--- src/rtl/wl_pkg.sv ---
package wl_pkg;
  typedef enum logic [3:0] {
    ST_IDLE, ST_MR_EN, ST_SET_EN, ST_PULSE, ST_WAIT,
    ST_SET_TAP, ST_MR_DIS, ST_SET_DIS, ST_DONE
  } wl_state_e;

  localparam logic [2:0] MR_LVL_NUM = 3'd1;
  localparam int         LVL_BIT    = 7;   // leveling enable bit
  localparam int         QOFF_BIT   = 12;  // output-off bit, kept 0
endpackage

--- src/rtl/wl_timer.sv ---
module wl_timer #(
  parameter int TMR_W = 8
) (
  input  logic             clk,
  input  logic             rst_n,
  input  logic             load,
  input  logic [TMR_W-1:0] val,
  output logic             zero
);
  logic [TMR_W-1:0] cnt_q, cnt_d;

  always_comb begin
    cnt_d = cnt_q;
    if (load)              cnt_d = val;
    else if (cnt_q != '0)  cnt_d = cnt_q - 1'b1;
  end

  always_ff @(posedge clk or negedge rst_n) begin
    if (!rst_n) cnt_q <= '0;
    else        cnt_q <= cnt_d;
  end

  assign zero = (cnt_q == '0);
endmodule

--- src/rtl/wl_qualifier.sv ---
module wl_qualifier #(
  parameter int QUAL = 4
) (
  input  logic clk,
  input  logic rst_n,
  input  logic clr,
  input  logic smp_en,
  input  logic fb,
  output logic vld,
  output logic val
);
  localparam int CNT_W = $clog2(QUAL + 1);

  logic             last_q;
  logic [CNT_W-1:0] cnt_q, cnt_nx;
  logic             match;

  assign match  = (cnt_q != '0) && (fb == last_q);
  assign cnt_nx = match ? cnt_q + 1'b1 : CNT_W'(1);
  assign vld    = smp_en && (cnt_nx == CNT_W'(QUAL));
  assign val    = fb;

  always_ff @(posedge clk or negedge rst_n) begin
    if (!rst_n) begin
      cnt_q  <= '0;
      last_q <= 1'b0;
    end else if (clr || vld) begin
      cnt_q  <= '0;
    end else if (smp_en) begin
      cnt_q  <= cnt_nx;
      last_q <= fb;
    end
  end
endmodule

--- src/rtl/wl_sweep_ctrl.sv ---
module wl_sweep_ctrl
  import wl_pkg::*;
#(
  parameter int TAP_W   = 5,
  parameter int MAX_TAP = 31,
  parameter int FB_DLY  = 8,
  parameter int SETTLE  = 16,
  parameter int QUAL    = 4,
  parameter int ADDR_W  = 14,
  parameter int TMR_W   = 8
) (
  input  logic              clk,
  input  logic              rst_n,
  input  logic              start_i,
  output logic              done_o,
  output logic              err_o,
  output logic [TAP_W-1:0]  found_tap_o,
  output logic              cmd_valid_o,
  output logic [2:0]        cmd_mr_o,
  output logic [ADDR_W-1:0] cmd_addr_o,
  output logic              odt_o,
  output logic [TAP_W-1:0]  tap_o,
  output logic              strobe_o,
  input  logic              fb_i
);
  localparam logic [TAP_W-1:0] TAP_LAST = TAP_W'(MAX_TAP);
  localparam logic [TMR_W-1:0] T_SET    = TMR_W'(SETTLE);
  localparam logic [TMR_W-1:0] T_FB     = TMR_W'(FB_DLY);

  wl_state_e        st_q, st_d;
  logic [TAP_W-1:0] tap_q, tap_d, found_q, found_d;
  logic             seen0_q, seen0_d, err_q, err_d, done_q, done_d;
  logic             tmr_load, tmr_zero, smp_en, q_clr, q_vld, q_val;
  logic [TMR_W-1:0] tmr_val;

  wl_timer #(.TMR_W(TMR_W)) u_tmr (
    .clk(clk), .rst_n(rst_n), .load(tmr_load), .val(tmr_val), .zero(tmr_zero)
  );

  wl_qualifier #(.QUAL(QUAL)) u_qual (
    .clk(clk), .rst_n(rst_n), .clr(q_clr), .smp_en(smp_en), .fb(fb_i),
    .vld(q_vld), .val(q_val)
  );

  always_comb begin
    st_d     = st_q;
    tap_d    = tap_q;
    found_d  = found_q;
    seen0_d  = seen0_q;
    err_d    = err_q;
    done_d   = done_q;
    tmr_load = 1'b0;
    tmr_val  = T_SET;
    smp_en   = 1'b0;
    q_clr    = 1'b0;
    unique case (st_q)
      ST_IDLE, ST_DONE: begin
        if (start_i) begin
          st_d    = ST_MR_EN;
          tap_d   = '0;
          found_d = '0;
          seen0_d = 1'b0;
          err_d   = 1'b0;
          done_d  = 1'b0;
          q_clr   = 1'b1;
        end
      end
      ST_MR_EN: begin
        tmr_load = 1'b1;
        st_d     = ST_SET_EN;
      end
      ST_SET_EN, ST_SET_TAP: begin
        if (tmr_zero) st_d = ST_PULSE;
      end
      ST_PULSE: begin
        tmr_load = 1'b1;
        tmr_val  = T_FB;
        st_d     = ST_WAIT;
      end
      ST_WAIT: begin
        if (tmr_zero) begin
          smp_en = 1'b1;
          if (!q_vld) begin
            st_d = ST_PULSE;
          end else if (q_val && seen0_q) begin
            found_d = tap_q;
            st_d    = ST_MR_DIS;
          end else begin
            seen0_d = seen0_q | ~q_val;
            if (tap_q == TAP_LAST) begin
              err_d = 1'b1;
              st_d  = ST_MR_DIS;
            end else begin
              tap_d    = tap_q + 1'b1;
              q_clr    = 1'b1;
              tmr_load = 1'b1;
              st_d     = ST_SET_TAP;
            end
          end
        end
      end
      ST_MR_DIS: begin
        tmr_load = 1'b1;
        st_d     = ST_SET_DIS;
      end
      ST_SET_DIS: begin
        if (tmr_zero) begin
          done_d = 1'b1;
          st_d   = ST_DONE;
        end
      end
      default: st_d = ST_IDLE;
    endcase
  end

  always_ff @(posedge clk or negedge rst_n) begin
    if (!rst_n) begin
      st_q    <= ST_IDLE;
      tap_q   <= '0;
      found_q <= '0;
      seen0_q <= 1'b0;
      err_q   <= 1'b0;
      done_q  <= 1'b0;
    end else begin
      st_q    <= st_d;
      tap_q   <= tap_d;
      found_q <= found_d;
      seen0_q <= seen0_d;
      err_q   <= err_d;
      done_q  <= done_d;
    end
  end

  always_comb begin
    cmd_addr_o = '0;
    cmd_addr_o[LVL_BIT]  = (st_q == ST_MR_EN);
    cmd_addr_o[QOFF_BIT] = 1'b0;
  end

  assign cmd_valid_o = (st_q == ST_MR_EN) || (st_q == ST_MR_DIS);
  assign cmd_mr_o    = MR_LVL_NUM;
  assign odt_o       = (st_q == ST_SET_EN) || (st_q == ST_PULSE) ||
                       (st_q == ST_WAIT)   || (st_q == ST_SET_TAP);
  assign strobe_o    = (st_q == ST_PULSE);
  assign tap_o       = tap_q;
  assign found_tap_o = found_q;
  assign err_o       = err_q;
  assign done_o      = done_q;
endmodule

--- config.mk ---
export PLATFORM = sky130hd
export DESIGN_NAME = wl_sweep_ctrl
export DESIGN_NICKNAME = d
export VERILOG_FILES = /design/src/rtl/wl_pkg.sv /design/src/rtl/wl_timer.sv /design/src/rtl/wl_qualifier.sv /design/src/rtl/wl_sweep_ctrl.sv
export SDC_FILE = /design/constraint.sdc
export NUM_CORES = 1
export LEC_CHECK = 0
export ABC_AREA = 1
export BUFFER_PORTS_ARGS = -buffer_cell sky130_fd_sc_hd__buf_2
export CELL_PAD_IN_SITES_DETAIL_PLACEMENT = 0
export CELL_PAD_IN_SITES_GLOBAL_PLACEMENT = 1
export CORE_AREA = 4 4 79 81
export CTS_CLUSTER_DIAMETER = 50
export DETAILED_ROUTE_END_ITERATION = 10
export DIE_AREA = 0 0 83 85
export PLACE_DENSITY = 0.82
export RECOVER_POWER = 25
export REMOVE_ABC_BUFFERS = 1
export SYNTH_ARGS = -nofsm -noshare
export SYNTH_HDL_FRONTEND = slang
export SYNTH_HIERARCHICAL = 1
export SYNTH_SLANG_ARGS = --single-unit
--- constraint.sdc ---
create_clock -name clk -period 3.3 [get_ports clk]
set_input_delay 0.33 -clock clk [delete_from_list [all_inputs] [get_ports clk]]
set_output_delay 0.33 -clock clk [all_outputs]
set_load 0.02 [all_outputs]
==> results of run 1 <==
==> metal layers <==
metal  vias to the layer above  global-route usage
li1                        987                   -
met1                       861               0.168
met2                        29               0.237
met3                         7              0.0272
met4                         0              0.0535
met5                         -                   0
==> Yosys cell counts, drive strengths merged <==
cell	count	area [um2]
nand4	6	43.8
nand2	105	404
nor2	41	179
a21oi	4	20.0
o21ai	18	101
xnor2	1	8.76
o2bb2ai	1	8.76
nor3b	1	7.51
clkbuf	1	7.51
ha	6	75.1
inv	44	165
buf	18	135
dfrtp	29	726
nand3	33	180
a211oi	1	12.5
conb	2	7.51
==> through the flow <==
stage / cell area [um2] / hold slack (ns) / util / setup slack, ns
CTS: 2320 / 0.0968 / 0.425 / 0.379
global route: 2320 / 0.381 / 0.424 / 0.0293
global placement: 2210 / 0.408 / 0.403 / 0.532
detailed placement: 2210 / 0.407 / 0.403 / 0.395
finish: 2320 / 0.361 / 0.424 / 0.398
floorplan: 2010 / 0.0344 / - / 0.808
==> layout by cell type (no fill, tap or decap), types with 2 or more instances in the layout <==
master / netlist / layout
clkbuf_8: 0 / 6
nand3_1: 30 / 30
dfrtp_1: 29 / 29
nor2_4: 2 / 2
buf_2: 0 / 18
nand2_1: 103 / 103
a21oi_1: 4 / 4
nand3_2: 3 / 3
o21ai_2: 3 / 3
conb_1: 2 / 22
nand4_1: 5 / 5
nor2_1: 35 / 35
clkbuf_1: 0 / 2
o21ai_0: 15 / 15
ha_1: 6 / 6
inv_2: 4 / 4
inv_1: 40 / 40
nor2_2: 4 / 4
==> worst paths after layout <==
check,startpoint,endpoint,slack [ns],cells after the start
worst max-delay path,u_tmr/cnt_q[0],u_tmr/cnt_q[4],0.40,14
worst min-delay path,fb_i,u_qual/last_q,0.36,3
worst max register to register,u_tmr/cnt_q[0],u_tmr/cnt_q[4],0.40,14
worst min register to register,found_tap_o[1],found_tap_o[1],0.48,2
max in group asynchronous,rst_n,u_qual/cnt_q[1],1.89,1
min in group asynchronous,rst_n,u_tmr/cnt_q[5],0.46,1
==> sequential cells by signal, indices dropped and copies added (netlist names) <==
name	flops
u_tmr/cnt_q	8
found_tap_o	5
tap_o	5
st_q	4
u_qual/cnt_q	3
done_o	1
err_o	1
seen0_q	1
u_qual/last_q	1
==> worst reg2reg max path, delay by kind of cell, from the launching register on <==
kind                     cells  cell delay [ns]
AO/OA/AOI/OAI                1             0.06
adder cells (fa/ha/maj)      1             0.23
buffers and inverters        4             0.56
flip-flops                   1             0.37
AND/OR/NAND/NOR              8             1.62
==> report_power, final <==
part,switching (uW),leakage (uW),total [uW],internal (uW)
registers,82.2,0.000383,527,445
clock network,138,0.0000585,384,246
logic,656,0.000906,938,282
total,876,0.00135,1850,972
==> cell families (layout without fill, tap and decap cells) <==
logic type,Yosys count,count (layout),synth area share
xor gates and xnor gates,1,1,0.00421
adders and majority gates,6,6,0.0361
and+or+nand+nor,186,186,0.391
buffers and inverters,63,72,0.148
DFF,29,29,0.349
other,2,22,0.00361
AOI/OAI and AO/OA,24,24,0.0685
==> final cells by class <==
class	instances	area share
flip-flops and latches	29	0.312
repair buffers	20	0.0436
inverters	44	0.0711
multi-input cells	239	0.484
clock inverters	1	0.0129
well taps	72	0.0388
clock buffers	7	0.0372
==> summary.md, run 1 <==
| Metric | Value |
|---|---|
| Slowest Stage Delay on Critical Path | 0.37 ns |
| Initial standard-cell utilization of the core | 0.380 |
| Max-slew violation count | 30 |
| Area of the core | 5470 um2 |
| Fraction of final layout cells sized beyond drive strength 1 | 0.135 |
| Buffer type at the clock tree root | clkbuf_8 |
| Final non-filler cell total | 412 |
| Delay-heaviest family, CP | simple AND/OR/NAND/NOR gates |
| Final number of hold-violating endpoints | 0 |
| Site row count | 27 |
| Outcome | finished, violations left |
| Distinct cell type count after synthesis | 24 |
| Worst EP required | 3.51 ns |
| Number of synthesized register bits | 29 |
| Hold bufs inserted after CTS | 0 |
| Count of clock tree sinks | 29 |
| Remaining design rule violation count | 0 |
| Final total power | 1850 uW |
| Vias/cell | 4.57 |
| Critical Path Start Type | flip-flop |
| I/O Pins | 36 |
| Count of fill cells added during filler insertion | 602 |
| Actual transition at the worst max-transition pin | 1.64 ns |
| Post-synthesis cell count | 311 |
| Number of global-route vias before repair | 1760 |
| Cell seen most often among critical-path stages | inv_1 |
| Max Freq | 345 MHz |
| Global placer's final weighted congestion | 0.870 |
| Length of routed met3 wiring | 135 um |
| Post-placement cell count | 404 |
| TritonCTS clock tree | done |
| Bufs and invs on worst path | 4 |
| Max Fanout on Critical Path | 12 |
| Total power per unit cell area | 796 nW/um2 |
| ANT cells | 0 |
| Routed len/inst | 11.3 um |
| Post_cts resized | 0 |
| Series of cell instances along the critical path | inv_1 -> ha_1 -> nand3_2 -> nor2_4 -> inv_1 -> nor2_1 -> inv_1 -> nor2_1 -> nand3_1 -> nand4_1 -> inv_1 -> nand2_4 -> o21ai_2 -> nor2_1 |
| HP Class | in -> reg |
| Netlist Area Pre-Place | 2080 um2 |
| Global route total overflow | 0 |
| Sequential cell area in the final layout | 726 um2 |
| YS warnings | 6 |
| Wire length of the first global-routing pass | 7930 um |
| CP max stage cell | dfrtp_1 |
| H-tree levels | 2 |
| Worst skew pair latency | 0.28 ns |
| Area delta synth->final | 11.5% |
| Summed negative setup slack over all endpoints | 0 ns |
| Detailed Place HPWL | 3600 um |
| Total number of vias | 1884 |
| Unrepaired setup endpoints after global routing | false |
| Static leakage | 0.00135 uW |
| Number of nets in the layout | 349 |
| Antenna violations before repair | 0 |
| Clock input transition at the sequential cells of the worst setup and hold paths | 0.06 ns |
| Synthesized area per cell | 6.69 um2 |
| Largest buffer count on any clock path | 2 |
| Max Cap Viol | 1 |
| Number of violations reported at the end of detailed-routing iteration 0 | 83 |
| Topmost layer with routed signal wires | met4 |
| IR drop worst, VDD | 291 uV |
| Number of optimization iterations in the first detailed-route pass | 4 |
| Max-Slew Margin vs Limit | -0.0909 |
| Share of the clock period used by the worst path | 0.879 |
| Maximum number of pins on one net before global-route repair | 30 |
| Total length of routed met2 wires | 2360 um |
| Number of antenna-violating nets in the routed design | 0 |
| Multi-input gate area in the final layout | 1120 um2 |
| Min cycle time layout | 2.90 ns |
| Setup-violating endpoint count in the final report | 0 |
| Crit path kind | reg -> reg |
| Die Footprint | 7060 um2 |
| Width of the chip | 83 um |
| Final setup skew | 0.00483 ns |
| Setup repair bufs after CTS | 0 |
| Met1 Wirelength | 2080 um |
| Post-synthesis sequential area ratio | 0.349 |
| Violations in the final reports | capacitance limit, slew limit |
| Data arrival time at the worst-slack endpoint | 3.11 ns |
| Total detailed-routing wirelength | 4660 um |
| Total of buffers placed on input and output ports | 19 |
| Number of CTS-inserted buffers | 5 |
| GRT Util Overall | 0.137 |
| Crit. End Element | flip-flop |
| Die outline height | 85 um |
No activity file was read; power rests on OpenSTA's default activity.
==> run 2, diff against run 1 <==
--- a/config.mk
+++ b/config.mk
@@ -5,18 +5,18 @@
 export SDC_FILE = /design/constraint.sdc
 export NUM_CORES = 1
 export LEC_CHECK = 0
-export ABC_AREA = 1
 export BUFFER_PORTS_ARGS = -buffer_cell sky130_fd_sc_hd__buf_2
 export CELL_PAD_IN_SITES_DETAIL_PLACEMENT = 0
 export CELL_PAD_IN_SITES_GLOBAL_PLACEMENT = 1
-export CORE_AREA = 4 4 79 81
+export CORE_AREA = 4 4 73 75
 export CTS_CLUSTER_DIAMETER = 50
 export DETAILED_ROUTE_END_ITERATION = 10
-export DIE_AREA = 0 0 83 85
-export PLACE_DENSITY = 0.82
+export DIE_AREA = 0 0 77 79
+export PLACE_DENSITY = 0.83
 export RECOVER_POWER = 25
 export REMOVE_ABC_BUFFERS = 1
 export SYNTH_ARGS = -nofsm -noshare
 export SYNTH_HDL_FRONTEND = slang
 export SYNTH_HIERARCHICAL = 1
 export SYNTH_SLANG_ARGS = --single-unit
+export TNS_END_PERCENT = 5
==> run 2 against run 1 <==
The flow still finishes with violations (capacitance limit, slew limit). Clock power fell by 14%. First-iteration DRC count fell by 12%. Register-to-register slack got worse by 0.098 ns. Final cell count down 30%. Area after synthesis down 8.7%. Sequential cell count unchanged. Critical path depth fell by 4. Clock skew grew 0.0019 ns. Synthesized cell count down 34%. Highest routed layer unchanged.
==> summary.md, run 2 <==
| Metric | Value |
|---|---|
| Outcome | finished, violations left (unchanged) |
| Count of fill cells added during filler insertion | 456 (was 602) |
| Total of buffers placed on input and output ports | 19 (unchanged) |
| Final total power | 1320 uW (was 1850 uW) |
| Number of global-route vias before repair | 1455 (was 1760) |
| Largest buffer count on any clock path | 2 (unchanged) |
| Ranking of synthesized cells by area | dfrtp_1 (38%), buf_4 (7.1%), ha_1 (3.9%), a22o_1 (3.2%), a21oi_1 (3.2%) (was dfrtp_1 (35%), nand2_1 (19%), inv_1 (7.2%), nand3_1 (7.2%), buf_4 (6.5%)) |
| Setup-violating endpoint count in the final report | 0 (unchanged) |
| Width of the chip | 77 um (was 83 um) |
| GRT Util Overall | 0.143 (was 0.137) |
| Final non-filler cell total | 288 (was 412) |
| Buffer type at the clock tree root | clkbuf_8 (unchanged) |
| Area delta synth->final | 11.3% (was 11.5%) |
| Number of flops mapped to enable cells by yosys | 0 (unchanged) |
| Area share of the largest cell type after synthesis | 0.382 (was 0.349) |
| Max Fanout on Critical Path | 12 (unchanged) |
| Number of antenna-violating nets in the routed design | 0 (unchanged) |
| Max Freq | 333 MHz (was 345 MHz) |
| Critical Path Start Type | flip-flop (unchanged) |
| Cell area after placement | 2010 um2 (was 2210 um2) |
| Delay-heaviest family, CP | simple AND/OR/NAND/NOR gates (unchanged) |
| Biggest register | u_tmr/cnt_q (unchanged) |
| Unrepaired setup endpoints after global routing | false (unchanged) |
| Detailed Place HPWL | 2990 um (was 3600 um) |
| YS warnings | 6 (unchanged) |
| Die outline height | 79 um (was 85 um) |
| Fraction of registers with async set/reset | 1.00 (unchanged) |
| H-tree levels | 2 (unchanged) |
| Max reg flops | 8 (unchanged) |
| Die Footprint | 6080 um2 (was 7060 um2) |
| Initial standard-cell utilization of the core | 0.408 (was 0.380) |
| Number of CTS-inserted buffers | 5 (unchanged) |
| Post-synthesis cell count | 206 (was 311) |
| Distinct cell type count after synthesis | 57 (was 24) |
| Crit path kind | reg -> reg (unchanged) |
| Length of routed met3 wiring | 153 um (was 135 um) |
| Vias/cell | 5.32 (was 4.57) |
| Primary FF master, synth | dfrtp_1 (unchanged) |
| Actual transition at the worst max-transition pin | 1.56 ns (was 1.64 ns) |
| Synthesized area per cell | 9.23 um2 (was 6.69 um2) |
| Cell seen most often among critical-path stages | inv_1 (unchanged) |
| Violations in the final reports | capacitance limit, slew limit (unchanged) |
| Maximum number of pins on one net before global-route repair | 30 (unchanged) |
| Total length of routed met2 wires | 1870 um (was 2360 um) |
| TritonCTS clock tree | done (unchanged) |
| Most frequent standard cell in the layout excluding fill and tap cells | dfrtp_1 (was nand2_1) |
| Antenna violations before repair | 0 (unchanged) |
| Worst skew pair latency | 0.28 ns (about the same) |
| Global route total overflow | 0 (unchanged) |
| Global placer's final weighted congestion | 0.742 (was 0.870) |
| Min cycle time layout | 3.00 ns (was 2.90 ns) |
| Total detailed-routing wirelength | 4030 um (was 4660 um) |
| HP Class | in -> reg (unchanged) |
| Post-synthesis sequential area ratio | 0.382 (was 0.349) |
| Met1 Wirelength | 1960 um (was 2080 um) |
| Most used cells in the layout excluding fill and tap cells | dfrtp_1 (29), conb_1 (22), buf_2 (18) (was nand2_1 (103), inv_1 (40), nor2_1 (35)) |
| Max-slew violation count | 30 (unchanged) |
| Wire length of the first global-routing pass | 7000 um (was 7930 um) |
| Share of the clock period used by the worst path | 0.909 (was 0.879) |
| Routed len/inst | 14.0 um (was 11.3 um) |
| Final setup skew | 0.00675 ns (was 0.00483 ns) |
| Number of optimization iterations in the first detailed-route pass | 4 (unchanged) |
| I/O Pins | 36 (unchanged) |
| Clock input transition at the sequential cells of the worst setup and hold paths | 0.07 ns (was 0.06 ns) |
| Max Cap Viol | 1 (unchanged) |
| Count of clock tree sinks | 29 (unchanged) |
| Max-Slew Margin vs Limit | -0.0414 (was -0.0909) |
| Number of synthesized register bits | 29 (unchanged) |
| Crit. End Element | flip-flop (unchanged) |
| Bufs and invs on worst path | 2 (was 4) |
| Topmost layer with routed signal wires | met4 (unchanged) |
| Total power per unit cell area | 622 nW/um2 (was 796 nW/um2) |
| Area of the core | 4660 um2 (was 5470 um2) |
| Final number of hold-violating endpoints | 0 (unchanged) |
| IR drop worst, VDD | 264 uV (was 291 uV) |
| Remaining design rule violation count | 0 (unchanged) |
| Slowest Stage Delay on Critical Path | 0.53 ns (was 0.37 ns) |
| Post-route cell area | 2120 um2 (was 2320 um2) |
| Post-placement cell count | 280 (was 404) |
| Worst EP required | 3.47 ns (was 3.51 ns) |
| Number of nets in the layout | 243 (was 349) |
| Netlist Area Pre-Place | 1900 um2 (was 2080 um2) |
| Static leakage | 0.00100 uW (was 0.00135 uW) |
| Series of cell instances along the critical path | or4_4 -> nor3_2 -> nand2_2 -> inv_1 -> o2111a_1 -> a21bo_2 -> or3_1 -> nand2_1 -> inv_1 -> o221a_2 (was inv_1 -> ha_1 -> nand3_2 -> nor2_4 -> inv_1 -> nor2_1 -> inv_1 -> nor2_1 -> nand3_1 -> nand4_1 -> inv_1 -> nand2_4 -> o21ai_2 -> nor2_1) |
| Largest area contributor in the synthesized netlist | dfrtp_1 (unchanged) |
| Fraction of final layout cells sized beyond drive strength 1 | 0.205 (was 0.135) |
| Total number of vias | 1533 (was 1884) |
| ANT cells | 0 (unchanged) |
| Most frequent cells after synthesis | dfrtp_1 (29), buf_4 (18), inv_1 (15) (was nand2_1 (103), inv_1 (40), nor2_1 (35)) |
| Leading cell type by number of instances after synthesis | dfrtp_1 (was nand2_1) |
| CP max stage cell | or4_4 (was dfrtp_1) |
| Data arrival time at the worst-slack endpoint | 3.17 ns (was 3.11 ns) |
| Site row count | 25 (was 27) |
| Number of violations reported at the end of detailed-routing iteration 0 | 73 (was 83) |
-- run 2: changes by cell type after synthesis, sizes merged, moves of 7 or more --
| cell | delta |
|---|---|
| nand3 | -28 |
| nor2 | -29 |
| a21oi | +8 |
| nand2 | -93 |
| a22o | +7 |
| o21ai | -9 |
| inv | -29 |
-- run 2: final timing paths --
kind,start,cells past startpoint,slack (ns),end
worst min register to register,err_o,2,0.50,err_o
max in group asynchronous,rst_n,1,1.96,st_q[1]
worst max-delay path,u_tmr/cnt_q[4],10,0.30,u_tmr/cnt_q[0]
min in group asynchronous,rst_n,1,0.42,u_tmr/cnt_q[5]
worst max register to register,u_tmr/cnt_q[4],10,0.30,u_tmr/cnt_q[0]
worst min-delay path,fb_i,2,0.35,seen0_q
-- run 2: metal layers --
layer,up-vias,GRT usage
met4,0,0.0480
met2,34,0.225
met1,735,0.192
met3,4,0.0351
li1,760,-
met5,-,0
-- run 2: what timing repair did --
item	4_1_cts	5_1_grt
setup endpoints to repair	0	5
hold buffers	0	0
endpoints found under the hold margin	0	0
setup buffers	0	0
resized for setup	0	1
-- run 2: cell families (layout without fill, tap and decap cells) --
kind of cell,Yosys count,after routing,share of synthesized area
and+or+nand+nor,65,65,0.201
AOI/OAI and AO/OA,59,59,0.224
buffers and inverters,40,48,0.120
DFF,29,29,0.382
adders and majority gates,6,6,0.0395
xor gates and xnor gates,3,3,0.0178
other,2,22,0.00395
muxes,2,2,0.0118
-- run 2: power by group --
part           switching, uW  internal [uW]
Clock                    140            188
Combinational            243            182
Sequential               118            445
-- run 2: area by class of cell --
| type | instances | area (um2) | area share |
|---|---|---|---|
| clock buffers | 7 | 96.3 | 0.0455 |
| multi-input cells | 157 | 1030 | 0.485 |
| well taps | 54 | 67.6 | 0.0319 |
| flip-flops and latches | 29 | 726 | 0.343 |
| inverters | 15 | 56.3 | 0.0266 |
| clock inverters | 1 | 5.00 | 0.00236 |
| repair buffers | 25 | 139 | 0.0656 |
-- run 2: metrics by stage --
stage	setup WS (ns)	hold slack, ns	TNS, ns	util
after floorplan	-0.292	0.0344	-1.37	-
after global placement	0.303	0.402	0	0.432
after detailed placement	0.173	0.412	0	0.432
after CTS	0.162	0.104	0	0.453
after global routing	0.0295	0.357	0	0.454
final	0.300	0.354	0	0.454
